File: config.mk
export PLATFORM = sky130hd
export DESIGN_NAME = paired_zero_decoder
export DESIGN_NICKNAME = d
export VERILOG_FILES = /design/src/rtl/pzl_pkg.sv /design/src/rtl/pzl_capture.sv /design/src/rtl/pzl_decode.sv /design/src/rtl/pzl_out_stage.sv /design/src/rtl/paired_zero_decoder.sv
export SDC_FILE = /design/constraint.sdc
export NUM_CORES = 1
export LEC_CHECK = 0
export ABC_CLOCK_PERIOD_IN_PS = 4490
export CAP_MARGIN = 0
export CORE_MARGIN = 5
export CORE_UTILIZATION = 44
export CTS_CLUSTER_SIZE = 20
export DETAILED_ROUTE_END_ITERATION = 6
export DONT_BUFFER_PORTS = 1
export PLACE_DENSITY = 0.57
export RECOVER_POWER = 100
export SLEW_MARGIN = 20
export SYNTH_ARGS = -nofsm -noshare
export SYNTH_HDL_FRONTEND = slang
export SYNTH_SLANG_ARGS = --single-unit
File: constraint.sdc
create_clock -name clk_i -period 4.49 [get_ports clk_i]
set_input_delay 0.898 -clock clk_i [delete_from_list [all_inputs] [get_ports clk_i]]
set_output_delay 0.898 -clock clk_i [all_outputs]
set_load 0.02 [all_outputs]
File: src/rtl/pzl_pkg.sv
`timescale 1ns/1ps
package pzl_pkg;
  function automatic int code_width(input int n_ref);
    return $clog2(n_ref) + 1;
  endfunction
endpackage

File: src/rtl/pzl_capture.sv
`timescale 1ns/1ps
module pzl_capture #(
  parameter int N_REF = 16
) (
  input  logic             clk_i,
  input  logic             rst_ni,
  input  logic [N_REF-1:0] raw_i,
  input  logic             capture_i,
  output logic [N_REF-1:0] word_o,
  output logic             pend_o
);
  logic [N_REF-1:0] word_q;
  logic             pend_q;

  always_ff @(posedge clk_i or negedge rst_ni) begin
    if (!rst_ni) begin
      word_q <= '1;
      pend_q <= 1'b0;
    end else begin
      if (capture_i) word_q <= raw_i;
      pend_q <= capture_i;
    end
  end

  assign word_o = word_q;
  assign pend_o = pend_q;
endmodule

File: src/rtl/pzl_decode.sv
`timescale 1ns/1ps
module pzl_decode #(
  parameter int N_REF  = 16,
  parameter int CODE_W = pzl_pkg::code_width(N_REF)
) (
  input  logic [N_REF-1:0]  word_i,
  output logic [CODE_W-1:0] code_o,
  output logic              legal_o
);
  logic [N_REF-1:0] zeros;
  logic [N_REF-1:0] lone_hit;
  logic [N_REF-1:0] pair_hit;

  assign zeros = ~word_i;

  // one comparator per position: lone zero, and pair ending at this position
  for (genvar k = 0; k < N_REF; k++) begin : g_pos
    assign lone_hit[k] = (zeros == (N_REF'(1) << k));
    if (k == 0) begin : g_nopair
      assign pair_hit[k] = 1'b0;
    end else begin : g_pair
      assign pair_hit[k] = (zeros == (N_REF'(3) << (k - 1)));
    end
  end

  always_comb begin
    code_o  = '0;
    legal_o = (zeros == '0);
    for (int k = 0; k < N_REF; k++) begin
      if (lone_hit[k]) begin
        code_o  = CODE_W'(2 * k + 1);
        legal_o = 1'b1;
      end
      if (pair_hit[k]) begin
        code_o  = CODE_W'(2 * k);
        legal_o = 1'b1;
      end
    end
  end
endmodule

File: src/rtl/pzl_out_stage.sv
`timescale 1ns/1ps
module pzl_out_stage #(
  parameter int CODE_W = 5
) (
  input  logic              clk_i,
  input  logic              rst_ni,
  input  logic              pend_i,
  input  logic              legal_i,
  input  logic [CODE_W-1:0] code_i,
  output logic [CODE_W-1:0] code_o,
  output logic              valid_o,
  output logic              invalid_o
);
  logic [CODE_W-1:0] code_q;
  logic              valid_q;
  logic              inv_q;

  always_ff @(posedge clk_i or negedge rst_ni) begin
    if (!rst_ni) begin
      code_q  <= '0;
      valid_q <= 1'b0;
      inv_q   <= 1'b0;
    end else begin
      valid_q <= pend_i & legal_i;
      inv_q   <= pend_i & ~legal_i;
      if (pend_i && legal_i) code_q <= code_i;
    end
  end

  assign code_o    = code_q;
  assign valid_o   = valid_q;
  assign invalid_o = inv_q;
endmodule

File: src/rtl/paired_zero_decoder.sv
`timescale 1ns/1ps
module paired_zero_decoder #(
  parameter int N_REF  = 16,
  localparam int CODE_W = pzl_pkg::code_width(N_REF)
) (
  input  logic              clk_i,
  input  logic              rst_ni,
  input  logic [N_REF-1:0]  raw_i,
  input  logic              capture_i,
  output logic [CODE_W-1:0] code_o,
  output logic              valid_o,
  output logic              invalid_o
);
  logic [N_REF-1:0]  cap_word;
  logic              cap_pend;
  logic [CODE_W-1:0] dec_code;
  logic              dec_legal;

  pzl_capture #(.N_REF(N_REF)) u_capture (
    .clk_i     (clk_i),
    .rst_ni    (rst_ni),
    .raw_i     (raw_i),
    .capture_i (capture_i),
    .word_o    (cap_word),
    .pend_o    (cap_pend)
  );

  pzl_decode #(.N_REF(N_REF), .CODE_W(CODE_W)) u_decode (
    .word_i  (cap_word),
    .code_o  (dec_code),
    .legal_o (dec_legal)
  );

  pzl_out_stage #(.CODE_W(CODE_W)) u_out (
    .clk_i     (clk_i),
    .rst_ni    (rst_ni),
    .pend_i    (cap_pend),
    .legal_i   (dec_legal),
    .code_i    (dec_code),
    .code_o    (code_o),
    .valid_o   (valid_o),
    .invalid_o (invalid_o)
  );

  AST_RESULT_TIMING: assert property (@(posedge clk_i) disable iff (!rst_ni)
    (valid_o || invalid_o) |-> $past(capture_i, 2));
  AST_LONE_ODD: assert property (@(posedge clk_i) disable iff (!rst_ni)
    (dec_legal && $countones(~cap_word) == 1) |-> dec_code[0]);
  AST_PAIR_EVEN: assert property (@(posedge clk_i) disable iff (!rst_ni)
    (dec_legal && $countones(~cap_word) == 2) |-> !dec_code[0]);
  AST_ALL_ONES: assert property (@(posedge clk_i) disable iff (!rst_ni)
    (&cap_word) |-> (dec_legal && dec_code == '0));
  AST_HOLD_ON_INVALID: assert property (@(posedge clk_i) disable iff (!rst_ni)
    invalid_o |-> $stable(code_o));
  AST_FLAGS_EXCL: assert property (@(posedge clk_i) disable iff (!rst_ni)
    $onehot0({valid_o, invalid_o}));
  AST_IDLE_HOLD: assert property (@(posedge clk_i) disable iff (!rst_ni)
    !valid_o |-> $stable(code_o));
  AST_WIDE_ILLEGAL: assert property (@(posedge clk_i) disable iff (!rst_ni)
    ($countones(~cap_word) > 2) |-> !dec_legal);
endmodule

==> results of run 1 <==
## worst register-to-register path, stage by stage, from the launching register on
cell,delay [ns]
dfstp_2,0.65
and2b_1,0.22
o211a_1,0.23
o21ai_4,0.18
o41ai_2,0.12
o31ai_1,0.43
mux2_1,0.37
## through the flow
stage	hold WS (ns)	power, mW	worst slack, ns	cell area, um2	util
global route	0.2909	0.5512	2.056	1688	0.4610
global placement	0.5696	0.3547	2.363	1635	0.4467
detailed placement	0.5703	0.3563	2.293	1635	0.4467
finish	0.3170	0.5159	2.174	1688	0.4610
floorplan	0.5902	0.3526	2.493	1672	-
CTS	0.3068	0.5266	2.263	1702	0.4648
## metal layers
layer  up-vias  global-route usage  part of all wire  wire [um]
met1       619              0.2073              0.48       1675
met2        40              0.2143              0.43       1476
met4         0             0.05428             0.024         82
met3         9             0.04769             0.068        237
met5         -                   0                 0          0
li1        624                   -                 -          -
## cells by family (layout without fill, tap and decap cells)
kind of cell / count (synthesis) / after routing / share of synthesized area
buffers and inverters: 18 / 7 / 0.06436
DFF: 24 / 24 / 0.3713
xor gates and xnor gates: 4 / 4 / 0.02096
muxes: 19 / 19 / 0.1272
and+or+nand+nor: 61 / 61 / 0.2171
AOI/OAI and AO/OA: 47 / 47 / 0.1991
## layout make-up
cell class	count	area [um2]	area share
multi-input cells	131	929.6	0.5508
flip-flops and latches	24	620.6	0.3677
clock buffers	4	66.31	0.03929
well taps	48	60.06	0.03558
inverters	3	11.26	0.006672
## report_power, final
part,switching (mW),total [mW],internal [mW]
logic,0.0322,0.0689,0.0368
registers,0.0395,0.283,0.243
clock network,0.0671,0.164,0.0968
total,0.139,0.516,0.377
## flip-flops by register name, indices dropped and copies added (netlist names)
register	cells
u_capture.word_o	16
u_out.code_o	5
u_out.invalid_o	1
u_out.valid_o	1
u_capture.pend_o	1
## cells in the final DEF, fill, tap and decap left out, types with 2 or more instances in the layout
cell type,instances
o22ai_1,4
clkbuf_8,3
xnor2_1,3
nand2_2,2
nand2_1,15
o21ai_1,3
nand3b_1,4
inv_1,3
mux2_1,2
a211oi_1,2
and4_1,2
o21ai_0,7
mux2_2,16
nand4_1,6
nand3_1,5
o31ai_1,2
dfstp_2,14
o211ai_1,2
a31oi_1,7
nor3_1,2
o221ai_1,3
dfstp_1,2
dfrtp_1,8
nor2_1,10
a21oi_1,9
nand2b_1,5
## how the worst max path moves through the flow
| stage | from | to | slack (ns) | depth (start not counted) |
|---|---|---|---|---|
| 6_report | u_capture.word_o[3]$_DFFE_PN1P_ | u_out.code_o[2]$_DFFE_PN0P_ | 2.17 | 6 |
| 3_3_place_gp | u_capture.word_o[3]$_DFFE_PN1P_ | u_out.code_o[1]$_DFFE_PN0P_ | 2.36 | 6 |
| 3_5_place_dp | u_capture.word_o[3]$_DFFE_PN1P_ | u_out.code_o[2]$_DFFE_PN0P_ | 2.29 | 6 |
| 2_1_floorplan | u_capture.word_o[4]$_DFFE_PN1P_ | u_out.code_o[1]$_DFFE_PN0P_ | 2.49 | 7 |
| 4_1_cts | u_capture.word_o[3]$_DFFE_PN1P_ | u_out.code_o[2]$_DFFE_PN0P_ | 2.26 | 6 |
| 5_1_grt | u_capture.word_o[11]$_DFFE_PN1P_ | u_out.code_o[2]$_DFFE_PN0P_ | 2.06 | 6 |
==> results.json, run 1 <==
{
  "outcome": "completed",
  "peakVddDrop_mv": 0.1850,
  "cp.buffers_inverters": 0,
  "grt_pass1_wl_um": 6058,
  "reg2regPathDepth": 6,
  "critical_path_arrival_ns": 2.47,
  "ios": 26,
  "fp-row-count": 22,
  "cts_root_buf": "clkbuf_8",
  "cp-end-kind": "register",
  "antennaDiodeCount": 0,
  "antenna_found_initial": 0,
  "crit_required_ns": 4.64,
  "overflow": 0,
  "drc": 0,
  "fill_cells": 373,
  "area_growth_pct": 0.9731,
  "hold_viol": 0,
  "final_cells": 210,
  "finalCriticalPeriod_ns": 2.316,
  "synth_edf_count": 0,
  "dp_hpwl_um": 2585,
  "wl_um": 3471,
  "synthTopCellsByArea": "dfstp_2 25%, dfrtp_1 12%, mux2_2 11%",
  "first_global_vias": 1250,
  "power_density_nw_per_um2": 305.6,
  "final_layout_size_suffix_gt1_frac": 0.2654,
  "nNetsFinal": 182,
  "syn-cell-area_um2": 1672,
  "io_buffers": 0,
  "critPathLaunchType": "register",
  "cp_max_fo": 13,
  "start_util": 0.4566,
  "postCtsSetupRepairBufs": 0,
  "synthArstFlopShare": 1.000,
  "cellLeakagePower_nw": 0.6241,
  "cp_slowest_stage_delay_ns": 0.65,
  "grt_usage": 0.1487,
  "crit_chain": "and2b_1 -> o211a_1 -> o21ai_4 -> o41ai_2 -> o31ai_1 -> mux2_1",
  "path_class": "reg2reg",
  "setup_viol": 0,
  "yosys_warnings": 0,
  "cts_inserted_buffers": 3,
  "synthCells": 173,
  "min_period_over_period": 0.5158,
  "dieArea_um2": 5132,
  "cp_slowest_cell": "dfstp_2",
  "clk_latency_ns": 0.27,
  "drv_cap": 0,
  "clkTransAtPathRegs_ns": 0.08,
  "r2r_start": "u_capture.word_o[3]$_DFFE_PN1P_",
  "ctsResizeCount": 0,
  "firstDrtPassIters": 4,
  "drt_iter0_drc": 39,
  "slew-limit-headroom": 0.6835,
  "routedWlPerCell_um": 16.53,
  "slew_violations": 0,
  "clock_path_buffers": 2,
  "tns_ns": 0,
  "clock.fmax_mhz": 431.8,
  "synth_seq_cells": 24,
  "synth.avg_cell_area_um2": 9.662,
  "finClkSkew_ns": 0.004956,
  "cp_top_family": "compound AO/OA/AOI/OAI gates",
  "synth_top_area_cell": "dfstp_2",
  "ff2ff_setup_slack_ns": 2.17,
  "clock-sinks": 24,
  "cts_tree": "built",
  "seq_area_frac_synth": 0.3713,
  "die_w_um": 71.64,
  "place.gp.congestion": 0.9167,
  "vias_per_cell": 6.152,
  "core_area_um2": 3661,
  "syn_nets": 192,
  "hp-class": "in2async",
  "die_y_um": 71.64,
  "ant_nets": 0,
  "worst_pin_slew_ns": 0.4731,
  "rsz0062_at_grt": "no",
  "ys_types": 50,
  "dp_cells": 206,
  "yosys_most_used_dff": "dfstp_2",
  "r2r_end": "u_out.code_o[2]$_DFFE_PN0P_",
  "synth_top_area_frac": 0.2515,
  "grt_max_degree": 25,
  "via_count": 1292,
  "h-tree-depth": 1,
  "ys_top_cells_by_count": "16 x dfstp_2, 16 x mux2_2, 15 x nand2_1",
  "cts_hold_buf": 0
}
Power figures use the tool's default switching activity.
==> run 2: changes to the inputs <==
- ABC_CLOCK_PERIOD_IN_PS: 4490 -> 1900
- PLACE_DENSITY: 0.57 -> 0.59
- clock period: 4.49 -> 1.9 ns (I/O delays scaled with it)
==> run 2 against run 1 <==
  * The run now ends with setup timing left
  * Die area is the same
  * Total power grew to 2.8 times the previous value
  * Clock power grew to 2.8 times the previous value
  * Sequential share of layout area shrank 9.1 points
  * Largest cell class unchanged
  * Final area grew 33%
  * Highest routed layer unchanged
  * First-iteration DRC count is 120% higher
  * Non-clock buffer count grew 59
  * Cell count up 28%
  * Via count grew 19%
  * Sequential cell count unchanged
  * Largest power group unchanged
  * Clock skew is 0.0022 ns lower
==> results.json, run 2 (synthesis results as in run 1) <==
{
  "grt_usage": 0.1707,
  "die_w_um": 71.64,
  "firstDrtPassIters": 4,
  "min_period_over_period": 1.055,
  "antenna_found_initial": 0,
  "fin_area_um2": 2240,
  "r2r_start": "u_capture.word_o[3]$_DFFE_PN1P_",
  "cts_root_buf": "clkbuf_8",
  "io_buffers": 0,
  "cp-end-kind": "register",
  "core_area_um2": 3661,
  "final_util": 0.6118,
  "cp_slowest_cell": "dfstp_2",
  "path_class": "reg2reg",
  "clk_latency_ns": 0.27,
  "ant_nets": 0,
  "overflow": 0,
  "start_util": 0.4566,
  "crit_chain": "and2b_1 -> o211a_1 -> o21ai_4 -> o41ai_4 -> o31ai_4 -> mux2_4",
  "hp-class": "in2reg",
  "cellLeakagePower_nw": 0.9601,
  "rsz0062_at_grt": "yes",
  "finClkSkew_ns": 0.002798,
  "placed_area_um2": 1953,
  "ff2ff_setup_slack_ns": -0.11,
  "hp-start": "capture_i",
  "dieArea_um2": 5132,
  "cp.buffers_inverters": 0,
  "grt_pass1_wl_um": 7120,
  "slew-limit-headroom": 0.1650,
  "peakVddDrop_mv": 0.4905,
  "crit_required_ns": 2.06,
  "grt_max_degree": 25,
  "largest_register_ffs": 16,
  "dp_hpwl_um": 3061,
  "die_y_um": 71.64,
  "final-seq-area_um2": 620.6,
  "clock.fmax_mhz": 498.7,
  "place.gp.congestion": 0.8149,
  "critical_path_arrival_ns": 2.16,
  "pre_cts_ws_ns": -0.1648,
  "finalCriticalPeriod_ns": 2.005,
  "drc": 0,
  "violations": "setup timing",
  "routedWlPerCell_um": 15.48,
  "drt_iter0_drc": 84,
  "clock_path_buffers": 2,
  "fp-row-count": 22,
  "cp-startpoint": "u_capture.word_o[3]$_DFFE_PN1P_",
  "mostFrequentLayoutCells": "54 x buf_4, 16 x dfstp_2, 14 x mux2_2",
  "final_common_cell": "buf_4",
  "cp_top_family": "compound AO/OA/AOI/OAI gates",
  "vias_per_cell": 5.710,
  "h-tree-depth": 1,
  "hold_viol": 0,
  "fin_ws_ns": -0.1054,
  "first_global_vias": 1552,
  "via_count": 1536,
  "clkTransAtPathRegs_ns": 0.09,
  "outcome": "finished, violations left",
  "setup_viol": 5,
  "cts_inserted_buffers": 3,
  "ios": 26,
  "finalPower_mw": 1.444,
  "fill_cells": 299,
  "cts_tree": "built",
  "critPathLaunchType": "register",
  "dp_cells": 246,
  "worst_pin_slew_ns": 1.253,
  "clock-sinks": 24,
  "cp_slowest_stage_delay_ns": 0.54,
  "final_cells": 269,
  "cp_max_fo": 4,
  "drv_cap": 0,
  "antennaDiodeCount": 0,
  "power_density_nw_per_um2": 644.7,
  "slew_violations": 0,
  "area_growth_pct": 33.98,
  "wl_um": 4164,
  "nNetsFinal": 241,
  "multi_input_area_um2": 1013,
  "final_layout_size_suffix_gt1_frac": 0.5113
}
[run 2: final timing paths]
check                                                   to  cells past startpoint
min                             u_capture.pend_o$_DFF_PN0_                      0
max reg2reg                    u_out.code_o[2]$_DFFE_PN0P_                      6
max in group asynchronous      u_out.code_o[0]$_DFFE_PN0P_                      1
max                            u_out.code_o[2]$_DFFE_PN0P_                      6
min in group asynchronous        u_out.invalid_o$_DFF_PN0_                      1
min reg2reg                u_capture.word_o[6]$_DFFE_PN1P_                      2
[run 2: where the power goes]
group | total [mW] | internal, mW | switching [mW]
Sequential | 0.633 | 0.575 | 0.0583
Combinational | 0.358 | 0.198 | 0.160
Clock | 0.453 | 0.282 | 0.171
Total | 1.44 | 1.06 | 0.389
[run 2: cell type report]
class | instances | area share
clock buffers | 3 | 0.01844
clock inverters | 1 | 0.01341
inverters | 3 | 0.005028
multi-input cells | 131 | 0.4525
flip-flops and latches | 24 | 0.2771
well taps | 48 | 0.02682
repair buffers | 59 | 0.2067
[run 2: repair_timing]
action,4_1_cts,5_1_grt
hold buffers,1,0
endpoints found under the setup margin,5,7
setup buffers,11,7
hold endpoints to repair,24,0
resized for setup,10,6
pin swaps,9,7
[run 2: layer usage]
metal	wire length, um	part of all wire	global-route usage
met2	2012	0.48	0.2806
met3	244	0.059	0.03366
met4	84	0.020	0.05846
met5	0	0	0
met1	1822	0.44	0.2232
[run 2: per-stage QoR]
stage,TNS (ns),hold WS (ns)
6_report,-0.4167,0.1324
5_1_grt,-0.9017,0.1148
4_1_cts,-0.4046,0.1288
3_5_place_dp,-0.5214,0.08528
3_3_place_gp,-0.3064,0.08515
2_1_floorplan,-0.1900,0.08441
==> run 3: changes to the inputs <==
- SYNTH_HIERARCHICAL: not set -> 1
==> run 3 against run 2 <==
  * The flow still finishes with violations (setup timing)
  * Count of clock-buffer cells in the layout up 1
  * Sequential cell count unchanged
  * Clock skew up 0.0011 ns
  * Critical endpoint is now u_out/code_o[1]$_DFFE_PN0P_
  * Via count down 12%
==> results.json, run 3 <==
{
  "die_y_um": 71.78,
  "synth_edf_count": 0,
  "fp-row-count": 22,
  "synthCells": 152,
  "ys_types": 48,
  "setup_viol": 7,
  "path_class": "reg2reg",
  "cts_inserted_buffers": 3,
  "synth_seq_cells": 24,
  "io_buffers": 0,
  "placed_area_um2": 1954,
  "yosys_most_used_dff": "dfstp_2",
  "dieArea_um2": 5152,
  "via_count": 1345,
  "hold_viol": 0,
  "violations": "setup timing",
  "routedWlPerCell_um": 17.00,
  "outcome": "finished, violations left",
  "ant_nets": 0,
  "cts_tree": "built",
  "h-tree-depth": 1,
  "drv_cap": 0,
  "place.gp.congestion": 0.9132,
  "fin_area_um2": 2037,
  "crit_required_ns": 2.07,
  "clkTransAtPathRegs_ns": 0.09,
  "synth.most_common_cell": "dfstp_2",
  "seq_area_frac_synth": 0.3696,
  "synthArstFlopShare": 1.000,
  "antennaDiodeCount": 0,
  "syn-cell-area_um2": 1679,
  "synth.avg_cell_area_um2": 11.05,
  "peakVddDrop_mv": 0.4562,
  "synthTopCellsByArea": "dfstp_2 25%, mux2_4 13%, dfrtp_1 12%",
  "cts_root_buf": "clkbuf_8",
  "grt_pass1_wl_um": 6900,
  "grt_usage": 0.1700,
  "grt_max_degree": 25,
  "first_global_vias": 1399,
  "drc": 0,
  "yosys_warnings": 6,
  "final_common_cell": "buf_4",
  "start_util": 0.4552,
  "slew_violations": 0,
  "power_density_nw_per_um2": 624.1,
  "overflow": 0,
  "largest_register_ffs": 16,
  "dp_hpwl_um": 3093,
  "syn_nets": 171,
  "synth_top_area_cell": "dfstp_2",
  "die_w_um": 71.78,
  "wl_um": 4080,
  "synth_top_area_frac": 0.2504,
  "cp_max_fo": 6,
  "whs_ns": 0.1276,
  "worst_pin_slew_ns": 1.307,
  "cp-end-kind": "register",
  "ios": 26,
  "fin_ws_ns": -0.2458,
  "area_growth_pct": 21.31,
  "critical_path_arrival_ns": 2.31,
  "nNetsFinal": 212,
  "slew-limit-headroom": 0.1290,
  "finalCriticalPeriod_ns": 2.146,
  "clock.fmax_mhz": 466.0,
  "mostFrequentLayoutCells": "46 x buf_4, 16 x dfstp_2, 15 x mux2_4",
  "vias_per_cell": 5.604,
  "firstDrtPassIters": 4,
  "core_area_um2": 3689,
  "final_layout_size_suffix_gt1_frac": 0.5365,
  "drt_iter0_drc": 65,
  "clk_latency_ns": 0.27,
  "critPathLaunchType": "register",
  "clock-sinks": 24,
  "cellLeakagePower_nw": 0.8799,
  "min_period_over_period": 1.129,
  "finClkSkew_ns": 0.003885,
  "ys_top_cells_by_count": "16 x dfstp_2, 15 x mux2_4, 11 x nand2_1",
  "clock_path_buffers": 2,
  "rsz0062_at_grt": "yes",
  "final_util": 0.5522,
  "antenna_found_initial": 0,
  "hp-class": "in2reg"
}
-- run 3: cell count changes after synthesis, sizes merged, moves of 4 or more --
cell / previous run / this run
o21ai: 11 / 2
a31oi: 7 / 0
nor4: 1 / 7
nor2: 11 / 6
nand2: 17 / 13
nand2b: 5 / 1
nor3: 3 / 7
-- run 3: worst paths after layout --
| path | end | startpoint | depth (start not counted) | slack (ns) |
|---|---|---|---|---|
| max | u_out/code_o[1]$_DFFE_PN0P_ | u_capture/word_o[15]$_DFFE_PN1P_ | 7 | -0.25 |
| min reg2reg | u_out/invalid_o$_DFF_PN0_ | u_capture/pend_o$_DFF_PN0_ | 1 | 0.57 |
| min in group asynchronous | u_out/code_o[2]$_DFFE_PN0P_ | rst_ni | 1 | 0.37 |
| max in group asynchronous | u_out/code_o[1]$_DFFE_PN0P_ | rst_ni | 1 | 0.77 |
| max reg2reg | u_out/code_o[1]$_DFFE_PN0P_ | u_capture/word_o[15]$_DFFE_PN1P_ | 7 | -0.25 |
| min | u_capture/pend_o$_DFF_PN0_ | capture_i | 0 | 0.13 |
-- run 3: critical path: stages (launching register included) --
cell and delay (ns):
dfstp_2 0.60, nand2_2 0.11, o31a_2 0.30, a211o_2 0.33, o2111ai_2 0.11, a211o_1 0.19, nand2_4 0.10, mux2_4 0.30
-- run 3: per-layer routing --
metal / part of all wire / GRT usage / up-vias / routed length, um
li1: - / - / 657 / -
met1: 0.46 / 0.2185 / 661 / 1859
met2: 0.50 / 0.2949 / 22 / 2040
met3: 0.033 / 0.02805 / 5 / 134
met4: 0.011 / 0.04384 / 0 / 45
met5: 0 / 0 / - / 0
-- run 3: report_power, final --
part | total, mW | switching (mW) | leakage [nW] | internal [mW]
Clock | 0.320 | 0.169 | 0.0228 | 0.150
Combinational | 0.312 | 0.135 | 0.582 | 0.178
Sequential | 0.639 | 0.0635 | 0.275 | 0.576
Total | 1.27 | 0.368 | 0.880 | 0.904
-- run 3: metrics by stage --
step	power (mW)	setup TNS [ns]	setup slack [ns]	instances
after CTS	1.263	-1.142	-0.2174	238
after global routing	1.334	-1.917	-0.3328	240
final	1.271	-1.350	-0.2458	240
after floorplan	0.8502	-0.8980	-0.1791	152
after detailed placement	0.9369	-1.424	-0.2584	232
after global placement	0.9292	-1.247	-0.2282	232
-- run 3: timing repair --
item                                   4_1_cts  5_1_grt
pin swaps                                    0        1
setup endpoints to repair                    7        7
buffers inserted                             1        2
gates resized for setup                      0        3
endpoints found under the hold margin       24        0
hold buffers                                 1        0
-- run 3: logic make-up (layout without fill, tap and decap cells) --
family | Yosys count | after routing | share of synthesized area
flip-flops | 24 | 24 | 0.3696
multiplexers | 21 | 21 | 0.1744
AO/OA/AOI/OAI | 24 | 24 | 0.1051
AND/OR/NAND/NOR | 63 | 63 | 0.2452
buffers and inverters | 16 | 56 | 0.08494
XOR/XNOR | 4 | 4 | 0.02087
-- run 3: final cells by class --
cell class	instances	area [um2]
Timing Repair Buffer	48	352.8
Inverter	4	15.01
Tap cell	48	60.06
Multi-Input combinational cell	112	943.4
Sequential cell	24	620.6
Fill cell	357	1652
Clock buffer	4	45.04
